[src/rtl/sdw_pkg.sv]
package sdw_pkg;
  typedef enum logic [1:0] {
    ST_IDLE  = 2'd0,
    ST_SETUP = 2'd1,
    ST_SHIFT = 2'd2,
    ST_HOLD  = 2'd3
  } sdw_state_e;
endpackage

[src/rtl/sdw_timer.sv]
module sdw_timer #(
  parameter int W = 4
) (
  input  logic         clk,
  input  logic         rst_n,
  input  logic         clear,
  input  logic [W-1:0] limit,
  output logic         done
);
  logic [W-1:0] cnt;

  always_ff @(posedge clk) begin
    if (!rst_n)     cnt <= '0;
    else if (clear) cnt <= '0;
    else            cnt <= cnt + 1'b1;
  end

  assign done = (cnt == limit - 1'b1);

  // the count never passes the selected limit
  a_r4_cnt_in_range: assert property (@(posedge clk) disable iff (!rst_n)
    (limit != '0) |-> (cnt < limit));
endmodule

[src/rtl/sdw_shreg.sv]
module sdw_shreg #(
  parameter int BITS = 8
) (
  input  logic            clk,
  input  logic            rst_n,
  input  logic            load,
  input  logic [BITS-1:0] din,
  input  logic            shift,
  output logic            msb
);
  logic [BITS-1:0] sr;

  always_ff @(posedge clk) begin
    if (!rst_n)     sr <= '0;
    else if (load)  sr <= din;
    else if (shift) sr <= {sr[BITS-2:0], 1'b0};
  end

  assign msb = sr[BITS-1];

  // a new byte is never loaded in the same cycle as a shift
  a_r7_load_excl: assert property (@(posedge clk) disable iff (!rst_n)
    !(load && shift));
endmodule

[src/rtl/spi_disp_writer.sv]
module spi_disp_writer #(
  parameter int BITS      = 8,
  parameter int HALF_DIV  = 10,
  parameter int SETUP_CYC = 10,
  parameter int HOLD_CYC  = 4
) (
  input  logic            clk,
  input  logic            rst_n,
  input  logic            in_valid,
  output logic            in_ready,
  input  logic [BITS-1:0] in_byte,
  input  logic            in_is_data,
  output logic            cs_n,
  output logic            sclk,
  output logic            sdo,
  output logic            dc,
  output logic            busy
);
  import sdw_pkg::*;

  localparam int MAXC = (HALF_DIV > SETUP_CYC)
                        ? ((HALF_DIV > HOLD_CYC) ? HALF_DIV : HOLD_CYC)
                        : ((SETUP_CYC > HOLD_CYC) ? SETUP_CYC : HOLD_CYC);
  localparam int TW = $clog2(MAXC + 1);
  localparam int BW = (BITS > 2) ? $clog2(BITS) : 1;

  sdw_state_e     state;
  logic           sclk_q, dc_q, cs_q;
  logic [BW-1:0]  bit_q;
  logic [TW-1:0]  limit;
  logic           t_done, accept, last_bit, fall, shift_en, t_clear;

  always_comb begin
    case (state)
      ST_SETUP: limit = TW'(SETUP_CYC);
      ST_HOLD:  limit = TW'(HOLD_CYC);
      default:  limit = TW'(HALF_DIV);
    endcase
  end

  assign in_ready = (state == ST_IDLE) || ((state == ST_HOLD) && t_done);
  assign accept   = in_valid && in_ready;
  assign last_bit = (bit_q == BW'(BITS - 1));
  assign fall     = (state == ST_SHIFT) && t_done && sclk_q;
  assign shift_en = fall && !last_bit;
  assign t_clear  = t_done || accept;

  sdw_timer #(.W(TW)) u_timer (
    .clk   (clk),
    .rst_n (rst_n),
    .clear (t_clear),
    .limit (limit),
    .done  (t_done)
  );

  sdw_shreg #(.BITS(BITS)) u_shreg (
    .clk   (clk),
    .rst_n (rst_n),
    .load  (accept),
    .din   (in_byte),
    .shift (shift_en),
    .msb   (sdo)
  );

  always_ff @(posedge clk) begin
    if (!rst_n) begin
      state  <= ST_IDLE;
      sclk_q <= 1'b0;
      dc_q   <= 1'b0;
      cs_q   <= 1'b1;
      bit_q  <= '0;
    end else begin
      case (state)
        ST_IDLE: if (accept) begin
          state <= ST_SETUP;
          cs_q  <= 1'b0;
          dc_q  <= in_is_data;
          bit_q <= '0;
        end
        ST_SETUP: if (t_done) begin
          state  <= ST_SHIFT;
          sclk_q <= 1'b1;
        end
        ST_SHIFT: if (t_done) begin
          if (!sclk_q) sclk_q <= 1'b1;
          else begin
            sclk_q <= 1'b0;
            if (last_bit) state <= ST_HOLD;
            else          bit_q <= bit_q + 1'b1;
          end
        end
        default: if (t_done) begin
          if (in_valid) begin
            state <= ST_SETUP;
            dc_q  <= in_is_data;
            bit_q <= '0;
          end else begin
            state <= ST_IDLE;
            cs_q  <= 1'b1;
          end
        end
      endcase
    end
  end

  assign cs_n = cs_q;
  assign sclk = sclk_q;
  assign dc   = dc_q;
  assign busy = (state != ST_IDLE);

  // Checker state: length of the current high phase of sclk
  logic [TW:0] hi_cnt;
  always_ff @(posedge clk) begin
    if (!rst_n)      hi_cnt <= '0;
    else if (sclk_q) hi_cnt <= hi_cnt + 1'b1;
    else             hi_cnt <= '0;
  end


  a_r5_sclk_idle_low: assert property (@(posedge clk) disable iff (!rst_n)
    cs_n |-> !sclk);

  a_r6_stable_high: assert property (@(posedge clk) disable iff (!rst_n)
    sclk |-> ($stable(sdo) && $stable(dc)));

  a_r4_high_time: assert property (@(posedge clk) disable iff (!rst_n)
    $fell(sclk) |-> (hi_cnt == (TW+1)'(HALF_DIV)));

  a_r7_ready_drops: assert property (@(posedge clk) disable iff (!rst_n)
    ($past(rst_n) && $past(accept)) |-> !in_ready);

  a_r10_busy_cs: assert property (@(posedge clk) disable iff (!rst_n)
    busy == !cs_n);

  a_r2_whole_byte: assert property (@(posedge clk) disable iff (!rst_n)
    $rose(cs_n) |-> last_bit);
endmodule

[config.mk]
export PLATFORM = sky130hd
export DESIGN_NAME = spi_disp_writer
export DESIGN_NICKNAME = d
export VERILOG_FILES = /design/src/rtl/sdw_pkg.sv /design/src/rtl/sdw_timer.sv /design/src/rtl/sdw_shreg.sv /design/src/rtl/spi_disp_writer.sv
export SDC_FILE = /design/constraint.sdc
export NUM_CORES = 1
export LEC_CHECK = 0
export BUFFER_PORTS_ARGS = -buffer_cell sky130_fd_sc_hd__clkbuf_2
export CAP_MARGIN = 20
export CORE_MARGIN = 2
export CORE_UTILIZATION = 55
export DETAILED_ROUTE_END_ITERATION = 7
export PLACE_DENSITY = 0.79
export SYNTH_ARGS = -nofsm -noshare
export SYNTH_HDL_FRONTEND = slang
export SYNTH_SLANG_ARGS = --single-unit
export TNS_END_PERCENT = 1
[constraint.sdc]
create_clock -name clk -period 4.4 [get_ports clk]
set_input_delay 0.44 -clock clk [delete_from_list [all_inputs] [get_ports clk]]
set_output_delay 0.44 -clock clk [all_outputs]
set_load 0.01 [all_outputs]
# Yosys cells after proc, flatten, opt, wreduce, memory -nomap -nowiden
# Cells that the tools add are included.
# word_totals
output_inout_bits	6
inputBits	12
register_bits	20
word_cells	77
# op_classes
bitwise_logic	3
reduce_logical	22
n_addsub	3
n_mux	30
n_eq_ne	12
# op_table
op	count
3-bit two-way mux	6
8-bit two-way mux	2
2-bit two-way mux	6
2-bit inequality test (second input constant)	6
1-bit two-way mux	10
2-bit nonzero test	5
3-bit one-hot mux with 3 select lines	1
4-bit AND reduction	2
7-bit AND reduction	1
1-bit one-hot mux with 2 select lines	3
2-bit one-hot mux with 3 select lines	1
6-bit AND reduction	1
1-bit logical AND	5
4-bit by 1-bit adder with 4-bit output (second input constant)	1
2-bit equality test (second input constant)	2
4-bit equality test	1
4-bit two-way mux	1
2-bit OR reduction	2
4-bit by 1-bit subtractor with 4-bit output (second input constant)	1
3-bit by 1-bit adder with 3-bit output (second input constant)	1
3-bit equality test (second input constant)	1
1-bit inverter	3
3-bit AND reduction	1
3-bit nonzero test	1
5 further kinds	6

# Longest topological paths before layout
# Gate-level depths: netlist (run 1).
# logic_depth
ltp_word	9
mapped_depth	7

# Modules after synthesis
# A second synthesis (run 1) with hierarchy kept.
# unflattened
cells_unflattened	125
hier_area_um2	1197.4
# by_module_without_submodules
module	seq_area_each_um2	area_per_inst_um2	instances	cells_each
spi_disp_writer	160.2	549.3	1	65
sdw_shreg	160.2	419.2	1	35
sdw_timer	80.1	229.0	1	25

# Worst setup path before layout (run 1)
# No wires, ideal clock.
# synth_path
path_kind	flip-flop to output port
from	register state[0]
to	output port in_ready
path_slack_ps	2715
arrival_time_ps	1245
t_required_ps	3960
path_stages_with_launch	7
path_cell_list	dfxtp_1 ha_1 and3b_1 buf_6 o21a_1 nand2_1 nand2_1
# synth_between
elab_chain_len	6
word_cells_on_any_way	7
# synth_lines
item	line	rtl
start: declaration	spi_disp_writer.sv:27	sdw_state_e state;
start signal: assignment	spi_disp_writer.sv:67	state <= ST_IDLE;
start signal: assignment	spi_disp_writer.sv:75	state <= ST_SETUP;
start signal: assignment	spi_disp_writer.sv:81	state <= ST_SHIFT;
2-bit equality test	spi_disp_writer.sv:34, spi_disp_writer.sv:41	
4-bit two-way mux	spi_disp_writer.sv:34	case (state)
4-bit by 1-bit subtractor with 4-bit output	sdw_timer.sv:18	assign done = (cnt == limit - 1'b1);
4-bit equality test	sdw_timer.sv:18	
1-bit logical AND	spi_disp_writer.sv:41	assign in_ready = (state == ST_IDLE) || ((state == ST_HOLD) && t_done);
1-bit logical OR *	spi_disp_writer.sv:41	
end: declaration	spi_disp_writer.sv:10	output logic in_ready,
# Every way passes the cells marked *; elsewhere a longest branch is shown, timed or not.

# Worst setup path after layout (run 1)
# Ends and elaborated chain as after synthesis.

==> impl_metrics.ini, run 1 <==
[run_status]
status = finished, final reports clean

[global_routing]
grt_pass1_wl_um = 3560
track_usage_pct = 19.06
top_usage_layer = met2
grt_pass1_vias = 826
grt_use_met1_pct = 24.61
use_met2_pct = 31.71
grt_max_degree = 24
antenna_found_initial = 0
grt_use_met3_pct = 3.704
grt-ovfl-total = 0

[drt]
wirelength_um = 2117
via_count = 905
wl_per_cell_um = 12.83
ant_nets = 0
first_pass_iters = 4
drtIter0Drc = 6
drc = 0
viasPerCell = 5.485

[cts]
clk_pin_slew_ns = 0.12
cts_hold_buf = 0
clk_latency_ns = 0.31
cts.sinks = 20
clk_path_buf_depth = 2
htreeDepth = 1
cts-resized-gates = 0
cts_tree = done
root_buffer = clkbuf_4
post-cts-setup-buffers = 0
cts_buffers = 3

[timing]
post-route-period-util_pct = 53.15
fin_tns_setup_ns = 0
rsz0062_at_grt = no
slew_headroom_pct = 37.98
period_needed_ns = 2.339
finalSetupViolCount = 0
tightest_slew_ns = 0.9284
max_clock_freq_mhz = 427.6
skew_ns = 0.001092
finalMaxSlewViolations = 0
hold_viol = 0

[floorplanning]
core_mm2 = 0.001922
start_util_pct = 56.64
rows = 16
die_h_um = 48.49
ios = 18
die_x_um = 48.49
die_area_mm2 = 0.002351

[critical_path]
critPathArrivalTime_ns = 1.90
start_kind = flip-flop
crit_required_ns = 3.96
crit_path_end_kind = primary output
path_max_fanout = 6
crit_type = flip-flop to primary output

[final_layout]
design_area_mm2 = 0.001236
drive_gt1_share_pct = 19.57
seq_area_um2 = 400.4
most-common-layout-cells = dfxtp_1 (20), clkbuf_2 (17), nand2_1 (16)
multi_input_area_um2 = 634.4
final_common_cell = dfxtp_1
n_fill_cell = 173
synthToLayoutAreaGrowth_pct = 13.56
final_nets = 158
n_antenna_cell = 0

[placed_design]
place.gp.congestion = 0.8452
portBuffers = 17
placed_area_mm2 = 0.001184
place_hpwl_um = 1574

[worst_hold_path]
hp-class = input port to flip-flop

[synth]
postSynthAreaPerCell_um2 = 8.996
synthArstFlopShare_pct = 0
ys_seq_elements = 20
synth.net_count = 140
synth_flop_cell = dfxtp_1
synth-seq-area-share_pct = 36.78
postSynthCellCount = 121
ys_warn_count = 0
syn-cell-area_mm2 = 0.001089
synth_edf_count = 0
yosysUniqueCellTypes = 34

[pwr]
leakage_nw = 0.5524
ir_drop_v = 0.0003803
powerDensity_mw_per_mm2 = 495.2

[flow_run]
maxCapViolations = 0
## sequential cells by signal, indices dropped and copies added (netlist names)
signal       flops
bit_q            3
state            2
cs_n             1
u_timer.cnt      4
sclk             1
dc               1
u_shreg.sr       8
## per-stage QoR
stage	power, mW	setup slack [ns]	utilization [%]	hold WS [ns]	instances
2_1_floorplan	0.4024	2.715	-	0.4264	121
3_3_place_gp	0.4512	2.494	61.59	0.4439	161
3_5_place_dp	0.4621	2.350	61.59	0.4566	161
4_1_cts	0.6163	2.067	64.32	0.3437	165
5_1_grt	0.6488	1.931	64.32	0.3438	165
6_report	0.6121	2.061	64.32	0.3480	165
## metal layers
layer,vias to the layer above,wire [um],part of all wire [%]
met5,-,0,0
li1,463,-,-
met2,10,1073,51
met1,427,965,46
met4,0,31,1.5
met3,5,46,2.2
## where the power goes
part	switching [mW]	internal [mW]	leakage, nW
clock	0.0611	0.0921	0.0279
combinational	0.129	0.0854	0.360
sequential	0.0271	0.218	0.164
total	0.217	0.395	0.552
## critical path, cell delays in order, from the launching register on
cell and delay [ns]:
dfxtp_1 0.43, ha_1 0.32, and3b_1 0.36, o21a_1 0.20
nand2_1 0.07, nand2_1 0.09, clkbuf_2 0.13
## worst paths after layout
kind / startpoint / to / slack [ns] / cells after the start
setup / recovery: state[0]$_SDFFE_PN0P_ / in_ready / 2.06 / 6
hold / removal: in_is_data / dc$_SDFFE_PN0P_ / 0.35 / 3
setup reg to reg: state[0]$_SDFFE_PN0P_ / u_shreg.sr[4]$_SDFFE_PN0P_ / 2.30 / 6
hold reg to reg: dc$_SDFFE_PN0P_ / dc$_SDFFE_PN0P_ / 0.47 / 2
## layout make-up
type                            instances  area share (%)
Multi-Input combinational cell         89           51.32
Clock buffer                            3           1.822
Clock inverter                          1           2.429
Inverter                                8           2.429
Tap cell                               27           2.733
Sequential cell                        20           32.39
Timing Repair Buffer                   17           6.883
## cells by family after synthesis
| logic type | share of synthesized area [%] |
|---|---|
| xor gates and xnor gates | 1.609 |
| buffers and inverters | 4.942 |
| and+or+nand+nor | 17.01 |
| adders and majority gates | 8.046 |
| DFF | 36.78 |
| muxes | 9.196 |
| AOI/OAI and AO/OA | 22.41 |
## cell usage after synthesis, drive strengths merged, types with 2 or more instances
library cell,number,area share (%)
dfxtp,20,37
nand2,16,5.5
o21ai,11,5.4
mux2i,10,9.2
nor2,9,3.1
a21oi,8,3.7
inv,8,2.8
ha,7,8.0
o211ai,3,2.1
o2bb2ai,3,2.4
buf,2,1.5
clkbuf,2,0.69
nand2b,2,1.1
nand3,2,0.92
nand4,2,1.1
Power figures use the tool's default switching activity.
==> run 2: changes to the inputs <==
--- a/config.mk
+++ b/config.mk
@@ -5,12 +5,13 @@
 export SDC_FILE = /design/constraint.sdc
 export NUM_CORES = 1
 export LEC_CHECK = 0
+export ABC_AREA = 1
 export BUFFER_PORTS_ARGS = -buffer_cell sky130_fd_sc_hd__clkbuf_2
 export CAP_MARGIN = 20
 export CORE_MARGIN = 2
-export CORE_UTILIZATION = 55
+export CORE_UTILIZATION = 50
 export DETAILED_ROUTE_END_ITERATION = 7
-export PLACE_DENSITY = 0.79
+export PLACE_DENSITY = 0.75
 export SYNTH_ARGS = -nofsm -noshare
 export SYNTH_HDL_FRONTEND = slang
 export SYNTH_SLANG_ARGS = --single-unit
==> constraint.sdc (replaced) <==
create_clock -name clk -period 1.93 [get_ports clk]
set_input_delay 0.193 -clock clk [delete_from_list [all_inputs] [get_ports clk]]
set_output_delay 0.193 -clock clk [all_outputs]
set_load 0.01 [all_outputs]
==> impl_metrics.ini, run 2 <==
[run_status]
status = finished, final reports clean

[drt]
drtIter0Drc = 18
ant_nets = 0
viasPerCell = 5.101
wl_per_cell_um = 11.21
wirelength_um = 2443
via_count = 1112
drc = 0
first_pass_iters = 4

[flow_run]
maxCapViolations = 0

[global_routing]
track_usage_pct = 20.20
grt_pass1_wl_um = 4209
grt_pass1_vias = 1011
grt_max_degree = 17
grt-ovfl-total = 0
antenna_found_initial = 0

[critical_path]
critPathTopFamily = simple AND/OR/NAND/NOR gates
crit_buf_inv = 2
rrSetupSlack_ns = 0.21
cp_cell_sequence = inv_1 > ha_1 > inv_1 > nand2_4 > nand2_4 > nand2_4 > o21ai_0 > nor2_2
r2r_start = state[0]$_SDFFE_PN0P_
crit_start = state[0]$_SDFFE_PN0P_
path_max_fanout = 16
crit_required_ns = 2.15
crit_top_cell = nand2_4
start_kind = flip-flop
worstSetupPathDepth = 8
crit_path_end_kind = flip-flop
critPathSlowestCell = dfxtp_1
r2r_cells = 8
crit_type = flip-flop to flip-flop
critPathArrivalTime_ns = 1.94
slowest_delay_ns = 0.41

[pwr]
pwr-share-seq_pct = 34.2
leakage_nw = 0.6548
ir_drop_v = 0.0006897
switching_power_mw = 0.6892
p_sw_share_pct = 40.75
p_clk_share_pct = 20.9
p_int_mw = 1.002
combPwrFrac_pct = 44.9
powerDensity_mw_per_mm2 = 1230

[synth]
synth_common_cells = inv_1 (30), nand2_1 (27), dfxtp_1 (20), nor2_1 (17)
synthArstFlopShare_pct = 0
synth_area_leader_cell = dfxtp_1
post-synth-top-count-cell = inv_1
synth.net_count = 192
synth.area.top_cells = dfxtp_1 (33%), inv_1 (9.2%), nand2_1 (8.2%)
synth_edf_count = 0
postSynthCellCount = 173
synth_flop_cell = dfxtp_1
ys_warn_count = 0
postSynthAreaPerCell_um2 = 7.109
synth_top_area_share_pct = 32.55
syn-cell-area_mm2 = 0.001230
ys_seq_elements = 20
synth-seq-area-share_pct = 32.55
yosysUniqueCellTypes = 30

[final_layout]
synthToLayoutAreaGrowth_pct = 11.80
most-common-layout-cells = inv_1 (30), nand2_1 (27), dfxtp_1 (20)
final_nets = 210
reg_top3 = u_shreg.sr x8, u_timer.cnt x4, bit_q x3
utilization_pct = 60.42
top_register = u_shreg.sr
fin_cells = 218
n_antenna_cell = 0
n_fill_cell = 210
largest_reg_flops = 8
final_common_cell = inv_1
drive_gt1_share_pct = 22.11

[cts]
clk_path_buf_depth = 2
clk_latency_ns = 0.31
clk_pin_slew_ns = 0.12
root_buffer = clkbuf_4
cts_buffers = 3
cts.sinks = 20
cts_hold_buf = 0
cts-resized-gates = 0
cts_tree = done
htreeDepth = 1
post-cts-setup-buffers = 0

[floorplanning]
die_x_um = 53.60
core_mm2 = 0.002276
ios = 18
die_h_um = 53.60
rows = 17
die_area_mm2 = 0.002872
start_util_pct = 54.04

[placed_design]
place.gp.congestion = 0.9487
place_inst = 214
portBuffers = 17
place_hpwl_um = 1929

[timing]
fin_tns_setup_ns = 0
skew_ns = 0.002259
rsz0062_at_grt = no
finalSetupViolCount = 0
tightest_slew_ns = 0.3167
period_needed_ns = 1.718
hold_viol = 0
post-route-period-util_pct = 89.02
slew_headroom_pct = 78.89
max_clock_freq_mhz = 582.1
finalMaxSlewViolations = 0

[worst_hold_path]
hp-class = input port to flip-flop
min_from = in_byte[0]
min_path_cells = 3
==> run 2: final timing paths <==
| check | to |
|---|---|
| setup / recovery | u_shreg.sr[4]$_SDFFE_PN0P_ |
| hold reg to reg | dc$_SDFFE_PN0P_ |
| setup reg to reg | u_shreg.sr[4]$_SDFFE_PN0P_ |
| hold / removal | u_shreg.sr[0]$_SDFFE_PN0P_ |
==> run 2: worst reg2reg max path: stages (launching register included) <==
cell	delay (ns)
dfxtp_1	0.41
inv_1	0.10
ha_1	0.23
inv_1	0.21
nand2_4	0.12
nand2_4	0.20
nand2_4	0.11
o21ai_0	0.19
nor2_2	0.06
==> run 2: per-stage QoR <==
step / setup slack, ns / instance area [um^2] / power, mW / hold slack (ns)
CTS: 0.2060 / 1375 / 1.704 / 0.1360
floorplan: 0.4248 / 1230 / 1.181 / 0.3314
finish: 0.2120 / 1375 / 1.691 / 0.1443
detailed placement: 0.2358 / 1323 / 1.344 / 0.4414
global route: 0.004330 / 1375 / 1.835 / 0.1576
global placement: 0.2663 / 1323 / 1.320 / 0.4331
==> run 2: cells by family after synthesis <==
logic type	Yosys count	share of synthesized area (%)
buf+inv	37	12.31
compound gates	28	12.72
xor+xnor	2	1.424
simple gates	79	33.88
flops	20	32.55
fa+ha+maj	7	7.121
==> run 2: routing by layer <==
| layer | part of all wire (%) | global-route usage (%) |
|---|---|---|
| met4 | 1.8 | 7.692 |
| met3 | 4.9 | 3.611 |
| met1 | 47 | 25.69 |
| met5 | 0 | 0 |
| met2 | 47 | 33.95 |
==> run 2: cell type report <==
cell class                 instances  area (um^2)  area share [%]
inverter                          33        123.9           9.008
clock inverter                     1        30.03           2.184
sequential                        20        400.4           29.12
timing repair buffer              17        85.08           6.187
clock buffer                       3        22.52           1.638
tap                               28        35.03           2.548
multi-input combinational        116        678.2           49.32
==> run 2: power groups by stage <==
stage          registers [mW]  logic (mW)  clock network, mW
4_1_cts                 0.579       0.762              0.363
2_1_floorplan           0.582       0.599                  0
3_3_place_gp            0.583       0.737                  0
5_1_grt                 0.591       0.871              0.373
3_5_place_dp            0.588       0.756                  0
6_report                0.579       0.759              0.353
==> run 3: changes to the inputs <==
--- a/config.mk
+++ b/config.mk
@@ -11,7 +11,7 @@
 export CORE_MARGIN = 2
 export CORE_UTILIZATION = 50
 export DETAILED_ROUTE_END_ITERATION = 7
-export PLACE_DENSITY = 0.75
+export PLACE_DENSITY_LB_ADDON = 0.25
 export SYNTH_ARGS = -nofsm -noshare
 export SYNTH_HDL_FRONTEND = slang
 export SYNTH_SLANG_ARGS = --single-unit
==> impl_metrics.ini, run 3 (synthesized netlist as in run 2, its figures left out) <==
[cts]
clk_pin_slew_ns = 0.12
cts_tree = done
root_buffer = clkbuf_4
cts_buffers = 3
cts_hold_buf = 0
clk_path_buf_depth = 2
clk_latency_ns = 0.31
htreeDepth = 1
cts.sinks = 20
cts-resized-gates = 0
post-cts-setup-buffers = 0

[floorplanning]
ios = 18
rows = 17
start_util_pct = 54.04
die_area_mm2 = 0.002872
die_x_um = 53.60
core_mm2 = 0.002276
die_h_um = 53.60

[drt]
via_count = 1103
wl_per_cell_um = 11.01
ant_nets = 0
viasPerCell = 5.060
first_pass_iters = 4
drc = 0
drtIter0Drc = 22
wirelength_um = 2400

[timing]
finalSetupViolCount = 0
rsz0062_at_grt = no
max_clock_freq_mhz = 578.6
slew_headroom_pct = 80.18
hold_viol = 0
fin_tns_setup_ns = 0
tightest_slew_ns = 0.2973
skew_ns = 0.002921
period_needed_ns = 1.728
post-route-period-util_pct = 89.55
fin_hold_ws_ns = 0.1354
finalMaxSlewViolations = 0

[worst_hold_path]
hp-class = input port to flip-flop
min_path_cells = 3

[final_layout]
synthToLayoutAreaGrowth_pct = 10.48
reg_top3 = u_shreg.sr x8, u_timer.cnt x4, bit_q x3
n_antenna_cell = 0
most-common-layout-cells = inv_1 (30), nand2_1 (27), dfxtp_1 (20)
largest_reg_flops = 8
top_register = u_shreg.sr
n_fill_cell = 223
final_nets = 210
final_common_cell = inv_1
drive_gt1_share_pct = 22.11
fin_cells = 218

[pwr]
p_clk_share_pct = 16.0
p_sw_share_pct = 42.69
switching_power_mw = 0.6759
combPwrFrac_pct = 47.2
powerDensity_mw_per_mm2 = 1165
ir_drop_v = 0.0008609
leakage_nw = 0.6479
p_int_mw = 0.9074
pwr-share-seq_pct = 36.7

[placed_design]
place_hpwl_um = 1870
portBuffers = 17
place.gp.congestion = 0.8802
place_inst = 214

[critical_path]
start_kind = flip-flop
crit_type = flip-flop to flip-flop
r2r_cells = 8
path_max_fanout = 16
crit_required_ns = 2.15
critPathArrivalTime_ns = 1.95
crit_path_end_kind = flip-flop

[global_routing]
grt_max_degree = 17
grt_pass1_wl_um = 4160
grt_pass1_vias = 995
track_usage_pct = 19.84
antenna_found_initial = 0
grt-ovfl-total = 0

[run_status]
status = finished, final reports clean

[flow_run]
maxCapViolations = 0
## run 3: cell types whose count changed in the layout (fill, tap and decap cells not counted), sizes merged
cell,change
clkbuf,+1
bufinv,-1
## run 3: path summary, 6_finish.rpt
check,endpoint,slack [ns],startpoint
worst max-delay path,u_shreg.sr[4]$_SDFFE_PN0P_,0.20,state[1]$_SDFFE_PN0P_
worst min-delay path,u_shreg.sr[0]$_SDFFE_PN0P_,0.14,in_byte[0]
worst max register to register,u_shreg.sr[4]$_SDFFE_PN0P_,0.20,state[1]$_SDFFE_PN0P_
worst min register to register,cs_n$_SDFFE_PN1P_,0.48,cs_n$_SDFFE_PN1P_
## run 3: routing by layer
layer	GRT usage, %	vias to the layer above	routed length, um
met5	0	-	0
met3	5.000	5	125
met1	25.47	485	1138
met4	5.128	0	29
met2	33.13	31	1106
li1	-	582	-
## run 3: critical path, cell delays in order (launching register included)
cell     delay, ns
dfxtp_1       0.43
inv_1         0.09
ha_1          0.21
inv_1         0.22
nand2_4       0.12
nand2_4       0.20
nand2_4       0.11
o21ai_0       0.19
nor2_2        0.06
## run 3: per-stage QoR
step           area (um^2)  setup slack (ns)  utilization, %  power [mW]
4_1_cts               1359            0.2041           59.70       1.592
5_1_grt               1359           0.02438           59.70       1.734
3_5_place_dp          1323            0.2233           58.11       1.338
2_1_floorplan         1230            0.4248               -       1.181
6_report              1359            0.2017           59.70       1.583
3_3_place_gp          1323            0.2673           58.11       1.317
## run 3: cell type report
cell class,count,area [um^2],share of cell area [%]
multi-input cells,116,678.2,49.91
flip-flops and latches,20,400.4,29.47
inverters,33,123.9,9.116
repair buffers,17,85.08,6.262
clock buffers,4,36.28,2.670
well taps,28,35.03,2.578
## run 3: power by group through the flow
stage / Combinational (mW) / Sequential, mW / Clock [mW]
floorplan: 0.599 / 0.582 / 0
global placement: 0.734 / 0.583 / 0
detailed placement: 0.749 / 0.589 / 0
CTS: 0.751 / 0.581 / 0.260
global route: 0.864 / 0.594 / 0.277
finish: 0.748 / 0.582 / 0.254
